==> src/rtl/mcsr_pkg.sv <==
package mcsr_pkg;

   localparam int unsigned CSR_AW  = 12;
   localparam int unsigned N_STORE = 18;

   typedef logic [CSR_AW-1:0] csr_addr_t;

   localparam csr_addr_t ADR_STATUS  = 12'h300;
   localparam csr_addr_t ADR_ISA     = 12'h301;
   localparam csr_addr_t ADR_MCYC_LO = 12'hB00;
   localparam csr_addr_t ADR_MCYC_HI = 12'hB80;
   localparam csr_addr_t ADR_UCYC_LO = 12'hC00;
   localparam csr_addr_t ADR_UCYC_HI = 12'hC80;
   localparam csr_addr_t ADR_TIME_LO = 12'hC01;
   localparam csr_addr_t ADR_TIME_HI = 12'hC81;
   localparam csr_addr_t ADR_MRET_LO = 12'hB02;
   localparam csr_addr_t ADR_MRET_HI = 12'hB82;
   localparam csr_addr_t ADR_URET_LO = 12'hC02;
   localparam csr_addr_t ADR_URET_HI = 12'hC82;

   typedef enum logic [2:0] {
      VIEW_NONE,
      VIEW_ISA,
      VIEW_CYC_LO,
      VIEW_CYC_HI,
      VIEW_RET_LO,
      VIEW_RET_HI
   } view_e;

   // Register number of each plain storage slot.
   function automatic csr_addr_t store_addr(input int unsigned idx);
      case (idx)
         0:       return ADR_STATUS;
         1:       return 12'h302;
         2:       return 12'h303;
         3:       return 12'h304;
         4:       return 12'h305;
         5:       return 12'h306;
         6:       return 12'h310;
         7:       return 12'h340;
         8:       return 12'h341;
         9:       return 12'h342;
         10:      return 12'h343;
         11:      return 12'h344;
         12:      return 12'h105;
         13:      return 12'h140;
         14:      return 12'h141;
         15:      return 12'h142;
         16:      return 12'h143;
         default: return 12'h144;
      endcase
   endfunction

   // Which computed or constant view an address selects.
   function automatic view_e counter_view(input csr_addr_t a);
      case (a)
         ADR_ISA:                                return VIEW_ISA;
         ADR_MCYC_LO, ADR_UCYC_LO, ADR_TIME_LO: return VIEW_CYC_LO;
         ADR_MCYC_HI, ADR_UCYC_HI, ADR_TIME_HI: return VIEW_CYC_HI;
         ADR_MRET_LO, ADR_URET_LO:              return VIEW_RET_LO;
         ADR_MRET_HI, ADR_URET_HI:              return VIEW_RET_HI;
         default:                                return VIEW_NONE;
      endcase
   endfunction

   function automatic logic is_store(input csr_addr_t a);
      logic hit;
      hit = 1'b0;
      for (int unsigned k = 0; k < N_STORE; k++) begin
         if (store_addr(k) == a) hit = 1'b1;
      end
      return hit;
   endfunction

   function automatic logic is_mapped(input csr_addr_t a);
      return is_store(a) || (counter_view(a) != VIEW_NONE);
   endfunction

endpackage

==> src/rtl/mcsr_store.sv <==
module mcsr_store
   import mcsr_pkg::*;
#(
   parameter int unsigned     XLEN        = 32,
   parameter logic [XLEN-1:0] STATUS_INIT = 32'h4000_0000
) (
   input  logic            clk,
   input  logic            rst,
   input  logic            wr_en,
   input  csr_addr_t       wr_addr,
   input  logic [XLEN-1:0] wr_data,
   input  csr_addr_t       rd_addr,
   output logic [XLEN-1:0] rd_val
);

   logic [XLEN-1:0] masked [N_STORE];

   for (genvar i = 0; i < N_STORE; i++) begin : g_ent
      localparam csr_addr_t MY_ADDR = store_addr(i);
      logic [XLEN-1:0] q;
      logic            wr_hit;

      assign wr_hit = wr_en && (wr_addr == MY_ADDR);

      if (MY_ADDR == ADR_STATUS) begin : g_status
         always_ff @(posedge clk) begin
            if (rst)         q <= STATUS_INIT;
            else if (wr_hit) q <= wr_data;
         end
      end else begin : g_plain
         always_ff @(posedge clk) begin
            if (rst)         q <= '0;
            else if (wr_hit) q <= wr_data;
         end
      end

      assign masked[i] = (rd_addr == MY_ADDR) ? q : '0;
   end

   always_comb begin
      rd_val = '0;
      for (int unsigned k = 0; k < N_STORE; k++) begin
         rd_val = rd_val | masked[k];
      end
   end

endmodule

==> src/rtl/mcsr_wcounter.sv <==
module mcsr_wcounter #(
   parameter int unsigned HALF_W = 32
) (
   input  logic                clk,
   input  logic                rst,
   input  logic                inc,
   input  logic                ld_lo,
   input  logic                ld_hi,
   input  logic [HALF_W-1:0]   ld_data,
   output logic [2*HALF_W-1:0] value
);

   localparam int unsigned FULL_W = 2 * HALF_W;

   if (HALF_W == 0) begin : g_bad_width
      $error("mcsr_wcounter: HALF_W must be nonzero");
   end

   logic [FULL_W-1:0] cnt;
   logic [FULL_W-1:0] stepped;

   assign stepped = cnt + FULL_W'(inc);

   always_ff @(posedge clk) begin
      if (rst)        cnt <= '0;
      else if (ld_lo) cnt <= {stepped[FULL_W-1:HALF_W], ld_data};
      else if (ld_hi) cnt <= {ld_data, stepped[HALF_W-1:0]};
      else            cnt <= stepped;
   end

   assign value = cnt;

endmodule

==> src/rtl/mcsr_bank.sv <==
module mcsr_bank
   import mcsr_pkg::*;
#(
   parameter int unsigned     XLEN        = 32,
   parameter logic [XLEN-1:0] ISA_VALUE   = 32'h4000_1105,
   parameter logic [XLEN-1:0] STATUS_INIT = 32'h4000_0000
) (
   input  logic            clk,
   input  logic            rst,
   input  logic [11:0]     rd_addr,
   output logic [XLEN-1:0] rd_data,
   input  logic            wr_en,
   input  logic [11:0]     wr_addr,
   input  logic [XLEN-1:0] wr_data,
   input  logic            retire
);

   localparam int unsigned CNT_W = 2 * XLEN;

   if (XLEN != 32) begin : g_bad_xlen
      $error("mcsr_bank: only a 32-bit register width is supported");
   end
   if (ISA_VALUE[XLEN-1:XLEN-2] != 2'b01) begin : g_bad_isa
      $error("mcsr_bank: ISA width field must encode 32 bits");
   end

   logic [XLEN-1:0]  st_val;
   logic [CNT_W-1:0] cyc_cnt;
   logic [CNT_W-1:0] ret_cnt;

   mcsr_store #(
      .XLEN        (XLEN),
      .STATUS_INIT (STATUS_INIT)
   ) u_store (
      .clk     (clk),
      .rst     (rst),
      .wr_en   (wr_en),
      .wr_addr (wr_addr),
      .wr_data (wr_data),
      .rd_addr (rd_addr),
      .rd_val  (st_val)
   );

   mcsr_wcounter #(.HALF_W(XLEN)) u_cycle (
      .clk     (clk),
      .rst     (rst),
      .inc     (1'b1),
      .ld_lo   (wr_en && (wr_addr == ADR_MCYC_LO)),
      .ld_hi   (wr_en && (wr_addr == ADR_MCYC_HI)),
      .ld_data (wr_data),
      .value   (cyc_cnt)
   );

   mcsr_wcounter #(.HALF_W(XLEN)) u_retire (
      .clk     (clk),
      .rst     (rst),
      .inc     (retire),
      .ld_lo   (wr_en && (wr_addr == ADR_MRET_LO)),
      .ld_hi   (wr_en && (wr_addr == ADR_MRET_HI)),
      .ld_data (wr_data),
      .value   (ret_cnt)
   );

   always_comb begin
      case (counter_view(rd_addr))
         VIEW_ISA:    rd_data = ISA_VALUE;
         VIEW_CYC_LO: rd_data = cyc_cnt[XLEN-1:0];
         VIEW_CYC_HI: rd_data = cyc_cnt[CNT_W-1:XLEN];
         VIEW_RET_LO: rd_data = ret_cnt[XLEN-1:0];
         VIEW_RET_HI: rd_data = ret_cnt[CNT_W-1:XLEN];
         default:     rd_data = st_val;
      endcase
   end

endmodule

==> config.mk <==
export PLATFORM = sky130hd
export DESIGN_NAME = mcsr_bank
export DESIGN_NICKNAME = d
export VERILOG_FILES = /design/src/rtl/mcsr_pkg.sv /design/src/rtl/mcsr_store.sv /design/src/rtl/mcsr_wcounter.sv /design/src/rtl/mcsr_bank.sv
export SDC_FILE = /design/constraint.sdc
export NUM_CORES = 2
export LEC_CHECK = 0
export BUFFER_PORTS_ARGS = -buffer_cell sky130_fd_sc_hd__buf_4
export CORE_AREA = 3 3 281 283
export DETAILED_ROUTE_END_ITERATION = 10
export DIE_AREA = 0 0 284 286
export GPL_ROUTABILITY_DRIVEN = 0
export MAX_ROUTING_LAYER = met4
export PLACE_DENSITY = 0.58
export SLEW_MARGIN = 20
export SYNTH_ARGS = -nofsm -noshare
export SYNTH_HDL_FRONTEND = slang
export SYNTH_SLANG_ARGS = --single-unit
==> constraint.sdc <==
create_clock -name clk -period 2.9 [get_ports clk]
set_input_delay 0.29 -clock clk [delete_from_list [all_inputs] [get_ports clk]]
set_output_delay 0.29 -clock clk [all_outputs]
set_load 0.05 [all_outputs]
==> reports/results.ini <==
[global_routing]
grt_max_degree=78
grtUsageTotal=0.339
grt_pass1_wl_um=204000
overflow=0
grt_pass1_vias=30100
antenna_found_initial=2

[logic_synthesis]
ys_seq_area_frac=0.438
yosys.area.top_type=dfxtp_1
synth_compound_area_frac=0.220
ys_top_cells_by_area=dfxtp_1 (44%), nand2_1 (14%), a21oi_1 (9.3%)
synthMuxAreaShare=0.0135
synth_cells=4167
synth_top_family_by_area=simple AND/OR/NAND/NOR gates
synth_top_area_frac=0.438
synth-edff-count=0
synth_xor_area_frac=0.0316
netlist_area_um2=32100
synth.ff_latch_count=704
syn-num-nets=4230
synth_ff_type=dfxtp_1
yosysWarnings=0
avgSynthCellArea_um2=7.72
synthAdderAreaFrac=0.00117
synth_async_sr_flop_share=0
synthDistinctLibCells=82
yosys.area_share.simple=0.244

[setup_path]
crit_buf_inv=6
path_max_fanout=8
startpoint_type=input pin
required_ns=2.61
cp_common_cell=buf_6
cpPeakStageDelay_ns=0.52
crit_arrival_ns=2.69
path_cells=buf_4, or4b_4, a211o_1, buf_6, o21ai_4, buf_6, buf_12, buf_12, and3_4, a31oi_2, a31oi_2, buf_6
crit_type=input pin to output pin
slowest_stage=or4b_4
crit_family=buffers and inverters
endpoint_kind=output pin

[drt]
drt_first_pass_iters=8
wl_per_cell_um=25.6
route.detailed.drc=0
num_vias=33000
drt-total-wl_um=139000
ant_nets=0
routed_via_density=6.08
dr.first_iter.drc_count=4912

[clock_tree]
path_clk_slew_ns=0.06
cts_buffer_depth=3
cts_sinks=704
cts_buffers=76
cts_tree=yes
htreeDepth=3
cts_root_buffer=clkbuf_16
worst_skew_pair.late_latency_ns=0.63

[power_and_ir_drop]
p_leak_nw=13.2
switching_share=0.234
combPwrFrac=0.040
totalPowerFinal_w=0.0204
intPower_w=0.0156
power_density_nw_per_um2=509
p_sw_w=0.00477
ir_worst_vdd_uv=393
seq_power_share=0.475
p_clk_frac=0.485

[floorplan]
rows=102
start_util=0.418
coreArea_um2=77000
dieArea_um2=81200
die_h_um=286
die_w_um=284
io_pins=92

[hold_path]
min_path_type=input pin to flop

[layout]
syn_to_final_growth_pct=24.4
fillers=7346
layout-drive-gt1-share=0.173
nNetsFinal=4394

[sta]
hold_viol=0
fmax_mhz=335
finClkSkew_ns=0.0211
slew_headroom=0.442
fin_crit_ns=2.98
tightest_slew_ns=0.835
min_period_over_period=1.03
finalSetupViolations=16
final_max_slew_viol_count=0
rsz0062_at_grt=true
finalWorstSetupSlack_ns=-0.0833

[run]
max_cap_violations=0

[status]
failed_checks=setup timing
outcome=finished with violations

[place]
io_buffers=91
pre_cts_slack_ns=-0.301
hpwl_um=89900

registers in the layout (all words and copies together) (netlist names):
name,flops
u_retire.value,64
u_cycle.value,64
u_store.g_ent.q,576
cells in the mapped netlist (8+ instances only):
master and n:
a22oi_1 147, xor2_1 59, a311oi_1 8, nand2_1 1185, a222oi_1 28, a2111oi_0 8, dfxtp_1 704, nand4_1 62
o21ai_0 8, o22ai_1 27, a211o_1 10, mux2i_1 35, and4_1 10, a221oi_1 27, and3_1 44, a22o_1 49
nor3_1 52, a32oi_1 10, a21o_1 8, nor4_1 16, a211oi_1 123, clkbuf_1 317, and2_1 9, inv_1 16
or3_1 18, buf_2 61, a21oi_1 596, a31oi_1 19, xnor2_1 57, nand3_1 117, nor2_1 196, buf_4 8
area by class of cell:
class	instances	area, um2	area share
Antenna cell	2	5.00	0.000125
Clock buffer	120	2330	0.0583
Clock inverter	15	161	0.00404
Inverter	16	60.1	0.00150
Multi-Input combinational cell	3059	17300	0.432
Sequential cell	704	14100	0.352
Tap cell	1040	1300	0.0325
Timing Repair Buffer	474	4770	0.119
through the flow:
| stage | utilization | TNS (ns) | instances | hold WS (ns) | area [um2] |
|---|---|---|---|---|---|
| floorplan | - | 0 | 4167 | 0.433 | 32300 |
| global placement | 0.476 | -3.53 | 5270 | 0.440 | 36600 |
| detailed placement | 0.476 | -4.31 | 5270 | 0.446 | 36600 |
| CTS | 0.515 | -0.0506 | 5421 | 0.0222 | 39600 |
| global route | 0.520 | -0.744 | 5430 | 0.0663 | 40000 |
| finish | 0.520 | -0.577 | 5430 | 0.0414 | 40000 |
metal layers:
layer / vias to the layer above / routed length, um / global-route usage
li1: 14900 / - / -
met3: 304 / 14400 / 0.0526
met5: - / 0 / -
met4: 0 / 5100 / 0.115
met1: 15900 / 58100 / 0.465
met2: 1877 / 61400 / 0.509
worst paths after layout:
| path | start | slack [ns] | end | depth (start not counted) |
|---|---|---|---|---|
| worst max-delay path | rd_addr[5] | -0.08 | rd_data[27] | 12 |
| worst min-delay path | wr_addr[3] | 0.04 | u_store.g_ent[2].q[20] | 4 |
| worst max register to register | u_retire.value[24] | 0.23 | u_retire.value[61] | 7 |
| worst min register to register | u_store.g_ent[9].q[18] | 0.45 | u_store.g_ent[9].q[18] | 2 |
worst register-to-register path, stage by stage (launching register included):
cell	delay, ns
dfxtp_1	0.43
nand4_1	0.37
nor4_2	0.61
nand3_1	0.25
buf_4	0.27
nor4_1	0.31
xnor2_1	0.10
a211oi_1	0.24
power by group through the flow:
stage | Combinational [W] | Sequential, W | Clock [W]
2_1_floorplan | 0.000366 | 0.00990 | 0
3_3_place_gp | 0.000765 | 0.00990 | 0
3_5_place_dp | 0.000764 | 0.00990 | 0
4_1_cts | 0.000788 | 0.00968 | 0.00993
5_1_grt | 0.000838 | 0.00968 | 0.0103
6_report | 0.000811 | 0.00968 | 0.00987
cells by family after synthesis:
logic type               after synthesis
AND/OR/NAND/NOR                     1785
AO/OA/AOI/OAI                       1112
flip-flops                           704
buffers and inverters                405
XOR/XNOR                             116
multiplexers                          42
adder cells (fa/ha/maj)                3
timing repair:
item                                    in CTS  in global routing
setup buffers                               14                  6
gates resized for setup                     81                 60
pin swaps                                   25                 33
endpoints found under the setup margin      32                 30
hold buffers                                 0                  0
gates cloned                                 2                  1
cell usage in the layout, fill, tap and decap left out, drive strengths merged, types with 44 or more instances in the layout:
cell type | synthesis | routed
dfxtp | 704 | 704
xnor2 | 57 | 57
a21oi | 597 | 597
a22oi | 147 | 147
a211oi | 126 | 126
nand2 | 1186 | 1186
nand4 | 64 | 64
xor2 | 59 | 59
a22o | 49 | 49
nor3 | 61 | 61
and3 | 44 | 44
buf | 72 | 473
clkbuf | 317 | 121
nand3 | 117 | 117
nor2 | 198 | 198
(Power assumes the default switching activity.)
